## config.mk

```make
export PLATFORM = sky130hd
export DESIGN_NAME = smc_cycle_ctrl
export DESIGN_NICKNAME = d
export VERILOG_FILES = /design/src/rtl/smc_pkg.sv /design/src/rtl/smc_phase_seq.sv /design/src/rtl/smc_lane_map.sv /design/src/rtl/smc_strobe_gen.sv /design/src/rtl/smc_cycle_ctrl.sv
export SDC_FILE = /design/constraint.sdc
export NUM_CORES = 1
export LEC_CHECK = 0
export BUFFER_PORTS_ARGS = -buffer_cell sky130_fd_sc_hd__buf_2
export CORE_ASPECT_RATIO = 0.5
export CORE_UTILIZATION = 48
export CTS_CLUSTER_SIZE = 20
export DETAILED_ROUTE_END_ITERATION = 12
export PLACE_DENSITY = 0.8
export SETUP_SLACK_MARGIN = 0.05
export SLEW_MARGIN = 25
export SYNTH_ARGS = -nofsm -noshare
export SYNTH_HDL_FRONTEND = slang
export SYNTH_SLANG_ARGS = --single-unit
export TNS_END_PERCENT = 5
```

## constraint.sdc

```tcl
create_clock -name clk -period 2.7 [get_ports clk]
set_input_delay 0.135 -clock clk [delete_from_list [all_inputs] [get_ports clk]]
set_output_delay 0.135 -clock clk [all_outputs]
set_load 0.1 [all_outputs]
```

## src/rtl/smc_pkg.sv

```systemverilog
package smc_pkg;
   localparam int LANES = 4;
   localparam int DW    = 8 * LANES;

   typedef enum logic [1:0] {
      PH_SETUP = 2'd0,
      PH_FLOAT = 2'd1,
      PH_PULSE = 2'd2,
      PH_HOLD  = 2'd3
   } phase_e;

   localparam logic [1:0] WAIT_OFF    = 2'd0;
   localparam logic [1:0] WAIT_FROZEN = 2'd2;
   localparam logic [1:0] WAIT_READY  = 2'd3;

   localparam logic [1:0] BUS_8  = 2'd0;
   localparam logic [1:0] BUS_16 = 2'd1;
endpackage

```

## src/rtl/smc_phase_seq.sv

```systemverilog
module smc_phase_seq
   import smc_pkg::*;
#(
   parameter int CW = 6,
   parameter int FW = 4
) (
   input  logic          clk,
   input  logic          rst_n,
   input  logic          start,
   input  logic          we,
   input  logic [CW-1:0] len_setup,
   input  logic [CW-1:0] len_pulse,
   input  logic [CW-1:0] len_hold,
   input  logic [FW-1:0] len_float,
   input  logic          float_en,
   input  logic [1:0]    wait_mode,
   input  logic          wait_n,
   output logic          accept,
   output logic          busy,
   output phase_e        phase,
   output logic          capture,
   output logic          ack
);
   localparam int NPH = 4;
   localparam int PW  = $clog2(NPH);

   logic [PW-1:0] pos;
   logic [CW-1:0] cnt;
   phase_e        seq_a [NPH];
   logic [CW-1:0] len_a [NPH];
   logic [CW-1:0] pulse_eff, hold_eff, float_eff;
   logic          wait_on;
   logic [PW-1:0] first_idx, nxt_idx;
   logic          nxt_ok;
   logic          in_pulse, freeze, stretch, advance;

   assign wait_on   = (wait_mode == WAIT_FROZEN) || (wait_mode == WAIT_READY);
   assign pulse_eff = (len_pulse == '0) ? CW'(1) : len_pulse;
   assign hold_eff  = (wait_on && len_hold == '0) ? CW'(1) : len_hold;
   assign float_eff = float_en ? CW'(len_float) : '0;

   // writes put float states right after setup, reads put them last
   always_comb begin
      seq_a[0] = PH_SETUP;
      if (we) begin
         seq_a[1] = PH_FLOAT;
         seq_a[2] = PH_PULSE;
         seq_a[3] = PH_HOLD;
      end else begin
         seq_a[1] = PH_PULSE;
         seq_a[2] = PH_HOLD;
         seq_a[3] = PH_FLOAT;
      end
      for (int k = 0; k < NPH; k++) begin
         case (seq_a[k])
            PH_SETUP: len_a[k] = len_setup;
            PH_PULSE: len_a[k] = pulse_eff;
            PH_HOLD:  len_a[k] = hold_eff;
            default:  len_a[k] = float_eff;
         endcase
      end
   end

   // first non-empty phase, and the next non-empty phase after pos
   always_comb begin
      first_idx = '0;
      nxt_idx   = '0;
      nxt_ok    = 1'b0;
      for (int k = NPH - 1; k >= 0; k--) begin
         if (len_a[k] != '0) first_idx = PW'(k);
         if (k > int'(pos) && len_a[k] != '0) begin
            nxt_ok  = 1'b1;
            nxt_idx = PW'(k);
         end
      end
   end

   assign phase    = seq_a[pos];
   assign in_pulse = busy && (phase == PH_PULSE);
   assign freeze   = in_pulse && (wait_mode == WAIT_FROZEN) && !wait_n;
   assign stretch  = in_pulse && (wait_mode == WAIT_READY) && !wait_n && (cnt == '0);
   assign advance  = busy && !freeze && !stretch;
   assign accept   = start && !busy && !ack;
   assign capture  = advance && (cnt == '0) && (phase == PH_PULSE);

   always_ff @(posedge clk or negedge rst_n) begin
      if (!rst_n) begin
         busy <= 1'b0;
         pos  <= '0;
         cnt  <= '0;
         ack  <= 1'b0;
      end else begin
         ack <= 1'b0;
         if (accept) begin
            busy <= 1'b1;
            pos  <= first_idx;
            cnt  <= len_a[first_idx] - CW'(1);
         end else if (advance) begin
            if (cnt != '0) begin
               cnt <= cnt - CW'(1);
            end else if (nxt_ok) begin
               pos <= nxt_idx;
               cnt <= len_a[nxt_idx] - CW'(1);
            end else begin
               busy <= 1'b0;
               pos  <= '0;
               ack  <= 1'b1;
            end
         end
      end
   end
endmodule

```

## src/rtl/smc_lane_map.sv

```systemverilog
module smc_lane_map
   import smc_pkg::*;
#(
   parameter int NL = LANES
) (
   input  logic [1:0]    bus_width,
   input  logic [NL-1:0] be,
   output logic          wide,
   output logic [NL-1:0] lane_en
);
   assign wide = (bus_width != BUS_8);

   for (genvar i = 0; i < NL; i++) begin : g_lane
      logic reach;
      if (i == 0) begin : g_l0
         assign reach = 1'b1;
      end else if (i == 1) begin : g_l1
         assign reach = wide;
      end else begin : g_hi
         assign reach = wide && (bus_width != BUS_16);
      end
      assign lane_en[i] = be[i] && reach;
   end
endmodule

```

## src/rtl/smc_strobe_gen.sv

```systemverilog
module smc_strobe_gen
   import smc_pkg::*;
#(
   parameter int NL = LANES
) (
   input  logic          busy,
   input  phase_e        phase,
   input  logic          we,
   input  logic          wr_by_we,
   input  logic          lane_style,
   input  logic          wide,
   input  logic [NL-1:0] lane_en,
   output logic          cs_n,
   output logic          rd_n,
   output logic          we_n,
   output logic [NL-1:0] lane_sel_n,
   output logic [NL-1:0] lane_wr_n,
   output logic          doe
);
   logic pulse, frame, wcmd, per_lane_wr, sel_style;

   assign pulse       = busy && (phase == PH_PULSE);
   assign frame       = busy && ((phase != PH_FLOAT) || we);
   assign wcmd        = we && (wr_by_we ? pulse : frame);
   assign per_lane_wr = lane_style && wide;
   assign sel_style   = !lane_style && wide;

   assign cs_n = !((we && !wr_by_we) ? pulse : frame);
   assign rd_n = !(!we && pulse);
   assign we_n = !(wcmd && !per_lane_wr);
   assign doe  = busy && we;

   for (genvar i = 0; i < NL; i++) begin : g_strb
      assign lane_sel_n[i] = !(frame && sel_style && lane_en[i]);
      assign lane_wr_n[i]  = !(wcmd && per_lane_wr && lane_en[i]);
   end
endmodule

```

## src/rtl/smc_cycle_ctrl.sv

```systemverilog
module smc_cycle_ctrl
   import smc_pkg::*;
#(
   parameter int AW = 24,
   parameter int CW = 6,
   parameter int FW = 4
) (
   input  logic             clk,
   input  logic             rst_n,
   input  logic [CW-1:0]    cfg_setup,
   input  logic [CW-1:0]    cfg_pulse,
   input  logic [CW-1:0]    cfg_hold,
   input  logic [FW-1:0]    cfg_float,
   input  logic             cfg_float_en,
   input  logic [1:0]       cfg_wait_mode,
   input  logic [1:0]       cfg_bus_width,
   input  logic             cfg_lane_style,
   input  logic             cfg_wr_by_we,
   input  logic             req,
   input  logic             req_we,
   input  logic [AW-1:0]    req_addr,
   input  logic [DW-1:0]    req_wdata,
   input  logic [LANES-1:0] req_be,
   output logic             ack,
   output logic [DW-1:0]    rdata,
   output logic [AW-1:0]    mem_addr,
   output logic [DW-1:0]    mem_dout,
   output logic             mem_doe,
   input  logic [DW-1:0]    mem_din,
   output logic             cs_n,
   output logic             rd_n,
   output logic             we_n,
   output logic [LANES-1:0] lane_sel_n,
   output logic [LANES-1:0] lane_wr_n,
   input  logic             wait_n
);
   if (AW < 1) begin : g_bad_aw
      $error("smc_cycle_ctrl: AW must be at least 1");
   end
   if (CW < 2) begin : g_bad_cw
      $error("smc_cycle_ctrl: CW must be at least 2");
   end
   if (FW < 1 || FW > CW) begin : g_bad_fw
      $error("smc_cycle_ctrl: FW must lie in 1..CW");
   end

   logic             accept, busy, capture;
   phase_e           phase;
   logic             we_q, we_eff, wide;
   logic [LANES-1:0] be_q, lane_en;

   assign we_eff = busy ? we_q : req_we;

   smc_phase_seq #(.CW(CW), .FW(FW)) i_seq (
      .clk       (clk),
      .rst_n     (rst_n),
      .start     (req),
      .we        (we_eff),
      .len_setup (cfg_setup),
      .len_pulse (cfg_pulse),
      .len_hold  (cfg_hold),
      .len_float (cfg_float),
      .float_en  (cfg_float_en),
      .wait_mode (cfg_wait_mode),
      .wait_n    (wait_n),
      .accept    (accept),
      .busy      (busy),
      .phase     (phase),
      .capture   (capture),
      .ack       (ack)
   );

   always_ff @(posedge clk or negedge rst_n) begin
      if (!rst_n) begin
         we_q     <= 1'b0;
         be_q     <= '0;
         mem_addr <= '0;
         mem_dout <= '0;
         rdata    <= '0;
      end else begin
         if (accept) begin
            we_q     <= req_we;
            be_q     <= req_be;
            mem_addr <= req_addr;
            mem_dout <= req_wdata;
         end
         if (capture) rdata <= mem_din;
      end
   end

   smc_lane_map #(.NL(LANES)) i_lanes (
      .bus_width (cfg_bus_width),
      .be        (be_q),
      .wide      (wide),
      .lane_en   (lane_en)
   );

   smc_strobe_gen #(.NL(LANES)) i_strb (
      .busy       (busy),
      .phase      (phase),
      .we         (we_q),
      .wr_by_we   (cfg_wr_by_we),
      .lane_style (cfg_lane_style),
      .wide       (wide),
      .lane_en    (lane_en),
      .cs_n       (cs_n),
      .rd_n       (rd_n),
      .we_n       (we_n),
      .lane_sel_n (lane_sel_n),
      .lane_wr_n  (lane_wr_n),
      .doe        (mem_doe)
   );
endmodule

```

==> metrics.md, run 1 <==
| Metric | Value |
|---|---|
| Worst setup SP type | `register` |
| Fin. Hold Viols | `0` |
| Via Count | `5272` |
| Hold Crit Class | `in2reg` |
| Initial antenna violation count | `1` |
| Area of the core | `10200 µm²` |
| Levels on crit path | `9` |
| Most frequent cells in the layout | `buf_2 (225), nand2_1 (211), dfrtp_1 (102)` |
| Async set or reset register ratio after synthesis | `1.00` |
| Post-Syn Area | `just over 5000 µm²` |
| Synth Net Count | `670` |
| Max-Cap Viols | `0` |
| Yosys cell types | `between 70 and 80` |
| Worst Path Buf+Inv | `2` |
| Crit path max-delay cell type | `dfrtp_2` |
| Clk buf depth | `2` |
| Crit path max fanout | `5` |
| Primary FF master, synth | `dfrtp_1` |
| Port bufs | `approximately 230` |
| Cell family with most CP delay | `compound AO/OA/AOI/OAI gates` |
| Drt wl/cell | `~17 µm` |
| Syn. warnings | `0` |
| Vias in the first global route | `4761` |
| Commonest non-fill, non-tap cell in the layout | `buf_2` |
| Die W | `148 µm` |
| Synth Area in Adders | `0.00246` |
| XOR/XNOR share of the synthesized area | `0.00688` |
| Max_slew headroom | `0.501` |
| Slowest cell delay on critical path | `~460 ps` |
| Clock Sinks | `103` |
| Initial core utilization | `0.497` |
| Synth Instances | `543` |
| Top area cells in the synthesized netlist | `dfrtp_1 (51%), nand2_1 (16%), mux2_2 (7.3%)` |
| Simple-Gate Fraction of Synth Area | `0.254` |
| GRT Total Usage | `0.298` |
| Pre-Repair DR Iteration Count | `5` |
| Worst-margin pin slew | `between 700 and 800 ps` |
| Pins Over Slew Limit | `0` |
| Fill cells | `745` |
| WS Path Type | `reg2reg` |
| Share of post-route cells with drive strength above 1 | `0.390` |
| CP Data Required Time | `slightly below 3000 ps` |
| Clk slew on worst S/H paths | `around 70 ps` |
| EDFF count, synth | `0` |
| Root Driver | `clkbuf_16` |
| Largest net degree at the start of global routing | `66` |
| Multi-input gate area | `2380 µm²` |
| RSZ-0062 raised after global routing | `yes` |
| Tcrit/Tclk final | `0.954` |
| Worst R2R Start | `i_seq.busy$_DFFE_PN0P_` |
| DR DRC count | `0` |
| Top Ports | `between 200 and 250` |
| Die footprint | `about 11000 µm²` |
| Final hold slack | `approximately 1.5 ps` |
| Compound-Gate Fraction of Synth Area | `0.107` |
| First-pass GRT wire length | `25100 µm` |
| DRT Wirelength | `approximately 17000 µm` |
| Hold wc startpoint | `req_addr[18]` |
| Total CTS buffers | `9` |
| Nets | `between 900 and 1k` |
| Most Frequent Cell on Critical Path | `buf_4` |
| Worst-path cell chain | `buf_4 -> mux2i_2 -> a31oi_1 -> buf_4 -> nor3_1 -> a222oi_1 -> o32ai_1 -> xnor2_1 -> mux2_4` |
| DIE HEIGHT | `74.8 µm` |
| Crit. Startpoint | `i_seq.busy$_DFFE_PN0P_` |
| Yosys top cell area share | `0.506` |
| GPL Wtd Cong | `1.01` |
| Overflow after GRT | `0` |
| Worst-Skew Late Latency | `roughly 340 ps` |
| Crit path DAT | `2800 ps` |
| Clock Skew | `between 9 and 10 ps` |
| Synth area leader | `dfrtp_1` |
| Dpl hpwl | `roughly 11000 µm` |
| R2R cell count | `9` |
| Core Rows | `26` |
| Vias/cell | `approximately 5.4` |
| Synthesized area per cell | `between 9 and 10 µm²` |
| Fmax | `roughly 390 MHz` |
| # H-tree levels | `3` |
| P&R area growth vs syn | `44.6%` |
| Min Clock Period, post-route | `between 2000 and 3000 ps` |
| Post-synthesis mux area share | `0.0892` |
| Status | `finished clean` |
| TritonCTS clock tree | `yes` |
| Combinational family with the most area after synthesis | `simple AND/OR/NAND/NOR gates` |
| Final ANT Viol Nets | `0` |
| 1st-iter DRT viols | `roughly 350` |
| Crit. End Element | `register` |
| Seq. cell area | `between 2000 and 3000 µm²` |
| Seq/Total Area, Yosys | `0.506` |
| Final Setup Violations | `0` |
| Hold Crit Depth | `3` |
| #FFs+latches synth | `slightly above 100` |
| Post-route setup TNS | `0 ps` |
layer usage:
layer / GRT usage / routed length [µm]
met2: 0.500 / 8000
met1: 0.384 / 6880
met4: 0.129 / 559
met5: 0 / 0
met3: 0.0655 / 1210
through the flow:
stage	setup WS, ps	utilization	instances	instance area [µm²]
6_report	124	0.719	980	7360
5_1_grt	32.0	0.719	980	7360
4_1_cts	82.7	0.714	977	7320
3_5_place_dp	105	0.630	904	6460
3_3_place_gp	135	0.630	904	6460
2_1_floorplan	50.7	-	543	5090
worst reg2reg max path, stage by stage (launching register included):
cell and delay (ps):
dfrtp_2 460, buf_4 160, mux2i_2 360, a31oi_1 170, buf_4 180, nor3_1 190, a222oi_1 160, o32ai_1 420
xnor2_1 120, mux2_4 260
cells by family after synthesis:
family,Yosys count
compound gates,64
xor+xnor,4
fa+ha+maj,1
buf+inv,35
flops,103
mux,39
simple gates,297
Yosys cell counts, types with 4 or more instances:
cell type  count
clkbuf_1      18
mux2_2        33
nor2_1        26
nand3_1       13
buf_6          4
nand2_1      211
and3_1         4
inv_1          7
o21ai_0        8
a21oi_1       11
a211oi_1       4
nor3_1        12
nor4_1         6
dfrtp_1      103
what timing repair did:
action / CTS / global route
endpoints found under the hold margin: 115 / 0
gates resized for setup: 0 / 6
buffers inserted: 0 / 1
hold buffers: 57 / 0
endpoints found under the setup margin: 0 / 2
registers in the layout (all words and copies together), names as in the netlist:
register,cells
be_q,4
i_seq.ack,1
i_seq.busy,1
i_seq.cnt,6
i_seq.pos,2
mem_addr,24
mem_dout,32
rdata,32
we_q,1
path summary, 6_finish.rpt:
path | end | slack (ps)
worst max-delay path | i_seq.cnt[5]$_DFFE_PN0P_ | 120
worst min-delay path | mem_addr[18]$_DFFE_PN0P_ | 2
worst max register to register | i_seq.cnt[5]$_DFFE_PN0P_ | 120
worst min register to register | mem_dout[8]$_DFFE_PN0P_ | 470
max in group asynchronous | i_seq.busy$_DFFE_PN0P_ | 1410
min in group asynchronous | mem_dout[13]$_DFFE_PN0P_ | 430
final cells by class:
cell class              instances  share of cell area
inverters                       7             0.00357
multi-input cells             406               0.324
clock inverters                 5             0.00629
diodes                          1            0.000340
repair buffers                307               0.259
well taps                     140              0.0238
flip-flops and latches        103               0.350
clock buffers                  11              0.0330
Power of run 1 is left out: the tool's default activity adds up to more than one toggle a clock period on the data nets, which glitch-free logic cannot reach.
==> run 2: changes to the inputs <==
--- a/config.mk
+++ b/config.mk
@@ -5,12 +5,15 @@
 export SDC_FILE = /design/constraint.sdc
 export NUM_CORES = 1
 export LEC_CHECK = 0
+export ABC_AREA = 1
 export BUFFER_PORTS_ARGS = -buffer_cell sky130_fd_sc_hd__buf_2
+export CAP_MARGIN = 0
 export CORE_ASPECT_RATIO = 0.5
 export CORE_UTILIZATION = 48
 export CTS_CLUSTER_SIZE = 20
 export DETAILED_ROUTE_END_ITERATION = 12
 export PLACE_DENSITY = 0.8
+export RECOVER_POWER = 50
 export SETUP_SLACK_MARGIN = 0.05
 export SLEW_MARGIN = 25
 export SYNTH_ARGS = -nofsm -noshare
==> metrics.md, run 2 <==
| Metric | Value |
|---|---|
| Status | `finished with violations` |
| Violated checks | `max-capacitance violations` |
| DIE HEIGHT | `75.4 µm (+0.69%)` |
| Final hold slack | `3.10 ps (+1.56 ps)` |
| CP Data Required Time | `2570 ps (-350 ps)` |
| Share of post-route cells with drive strength above 1 | `0.276 (-0.113)` |
| RSZ-0062 raised after global routing | `yes` |
| Clk slew on worst S/H paths | `80 ps (about the same)` |
| Worst-path cell chain | `inv_4 -> nand2_8 -> nand2_8 -> inv_4 -> nand2_1 -> nand2_1 -> o21ai_0 -> a31oi_2 -> a32o_1 -> nor3b_1 -> buf_4 -> nand3_1 -> buf_6` |
| Seq/Total Area, Yosys | `0.499 (-0.00711)` |
| Pre-Repair DR Iteration Count | `4 (-1)` |
| Commonest non-fill, non-tap cell in the layout | `nand2_1` |
| Die W | `149 µm (+0.70%)` |
| EDFF count, synth | `0 (unchanged)` |
| Vias in the first global route | `4727 (-0.71%)` |
| Yosys top cell area share | `0.499 (-0.00711)` |
| Post-Syn Area | `5160 µm² (+1.4%)` |
| Synthesized area per cell | `8.20 µm² (-13%)` |
| Overflow after GRT | `0 (unchanged)` |
| Most frequent cells after synthesis | `nand2_1 (281), dfrtp_1 (103), inv_1 (38)` |
| Initial antenna violation count | `0 (-1)` |
| DRT Wirelength | `14700 µm (-12%)` |
| Worst-Skew Late Latency | `340 ps (about the same)` |
| Vias/cell | `4.95 (-8.0%)` |
| P&R area growth vs syn | `37.9%` |
| Async set or reset register ratio after synthesis | `1.00 (unchanged)` |
| Largest net degree at the start of global routing | `64 (-3.0%)` |
| Initial core utilization | `0.499 (+0.00233)` |
| Top-count cell post-synth | `nand2_1` |
| Min Clock Period, post-route | `2610 ps (+38.4 ps)` |
| #FFs+latches synth | `103 (unchanged)` |
| Clock Skew | `10.9 ps (+0.928 ps)` |
| Final core utilization | `0.689 (-0.0301)` |
| Slowest cell delay on critical path | `470 ps (about the same)` |
| Most frequent cells in the layout | `nand2_1 (277), buf_2 (132), dfrtp_1 (102)` |
| Total CTS buffers | `9 (unchanged)` |
| TritonCTS clock tree | `yes` |
| Yosys cell types | `44 (-38%)` |
| Number of inserted diodes | `0 (-1)` |
| Die footprint | `11200 µm² (+1.4%)` |
| Crit path max-delay cell type | `dfrtp_2` |
| Hold Crit Class | `in2reg` |
| Worst-margin pin slew | `1490 ps (+746 ps)` |
| 1st-iter DRT viols | `316 (-10%)` |
| Cell family with most CP delay | `compound AO/OA/AOI/OAI gates` |
| Core Rows | `26 (unchanged)` |
| Via Count | `5134 (-2.6%)` |
| Worst R2R Setup Slack | `200 ps (+80 ps)` |
| Final ANT Viol Nets | `0 (unchanged)` |
| Primary FF master, synth | `dfrtp_1` |
| DR DRC count | `0 (unchanged)` |
| Top Ports | `227 (unchanged)` |
| Synth Instances | `630 (+16%)` |
| Area of the core | `10300 µm² (+0.95%)` |
| WS Path Type | `reg2out` |
| Synth area leader | `dfrtp_1` |
| Dpl hpwl | `10500 µm (-5.2%)` |
| Top area cells in the synthesized netlist | `dfrtp_1 (50%), nand2_1 (20%), mux2_2 (7.0%)` |
| Fmax | `382 MHz (-1.5%)` |
| Max-Cap Viols | `1 (+1)` |
| Clk buf depth | `2 (unchanged)` |
| Clock Sinks | `103 (unchanged)` |
| Nets | `1019 (+6.0%)` |
| # H-tree levels | `3 (unchanged)` |
| Largest registers | `mem_dout (32), rdata (32), mem_addr (24)` |
| GPL Wtd Cong | `0.869 (-14%)` |
| Port bufs | `226 (unchanged)` |
| GRT Total Usage | `0.255 (-0.0436)` |
| Worst setup SP type | `register` |
| Crit. End Element | `output pin` |
| Root Driver | `clkbuf_16` |
| First-pass GRT wire length | `22400 µm (-11%)` |
| Crit path max fanout | `8 (+3)` |
| Crit path DAT | `2480 ps (-320 ps)` |
| Synth Net Count | `757 (+13%)` |
| Final Setup Violations | `0 (unchanged)` |
| Worst Path Buf+Inv | `4 (+2)` |
| Fin. Hold Viols | `0 (unchanged)` |
| Max_slew headroom | `0.00348 (-0.497)` |
| Drt wl/cell | `14.2 µm (-17%)` |
| Tcrit/Tclk final | `0.968 (+0.0142)` |
| Pins Over Slew Limit | `0 (unchanged)` |
| Syn. warnings | `0 (unchanged)` |
[run 2: cell count changes in the layout (fill, tap and decap cells not counted), sizes merged, moves of 23 or more]
| cell | change |
|---|---|
| clkbuf | +90 |
| o21ai | +23 |
| buf | -100 |
| inv | +37 |
| nand2 | +88 |
| dlygate4sd3 | -28 |
[run 2: final timing paths]
kind | cells past startpoint | from | end
max | 13 | i_seq.busy$_DFFE_PN0P_ | lane_wr_n[3]
min | 3 | req_addr[3] | mem_addr[3]$_DFFE_PN0P_
max reg2reg | 20 | i_seq.busy$_DFFE_PN0P_ | i_seq.cnt[5]$_DFFE_PN0P_
min reg2reg | 2 | mem_dout[15]$_DFFE_PN0P_ | mem_dout[15]$_DFFE_PN0P_
max in group asynchronous | 3 | rst_n | mem_dout[18]$_DFFE_PN0P_
min in group asynchronous | 2 | rst_n | rdata[7]$_DFFE_PN0P_
[run 2: worst reg2reg max path: stages (launching register included)]
cell,delay (ps)
dfrtp_2,470
inv_4,110
nand2_8,100
nand2_8,120
nand2_2,70
o21ai_4,80
nand2_2,90
nor2_4,130
nand2_4,120
nand2_8,150
buf_4,120
or2_1,100
nand2_1,50
nand2_1,60
nand2_1,80
a21oi_2,170
nand2_1,80
nor2_2,120
nand3_1,70
nand3_1,80
nand2_1,50
[run 2: cell families after synthesis]
logic type	share of synthesized area
compound gates	0.0630
mux	0.0698
xor+xnor	0.00170
fa+ha+maj	0.00242
simple gates	0.307
flops	0.499
buf+inv	0.0567
[run 2: metrics by stage]
step           setup TNS (ps)  std cells  instance area (µm²)  setup slack (ps)
2_1_floorplan           -12.5        630                 5160             -6.24
3_3_place_gp                0        985                 6440               130
3_5_place_dp                0        985                 6440              33.1
4_1_cts                     0       1031                 7060              71.1
5_1_grt                 -1.01       1037                 7120             -1.01
6_report                    0       1037                 7120              85.3
[run 2: final cells by class]
cell class                 count  area (µm²)
inverter                      46         178
sequential                   103        2580
fill                         897        3220
tap                          140         175
timing repair buffer         270        1450
clock buffer                  10         229
clock inverter                 6        62.6
multi-input combinational    462        2450
[run 2: per-layer routing]
metal  global-route usage  vias up  wire [µm]
li1                     -     2525          -
met1                0.307     2406       6050
met2                0.488      179       7690
met3               0.0413       24        641
met4               0.0641        0        300
met5                    0        -          0
[run 2: what timing repair did]
action	4_1_cts	5_1_grt
endpoints found under the setup margin	11	13
gates resized for setup	10	21
gates cloned	0	2
pin swaps	1	5
endpoints found under the hold margin	87	1
buffers inserted	2	3
hold buffers	28	1
Power of run 2 is left out for the same reason.
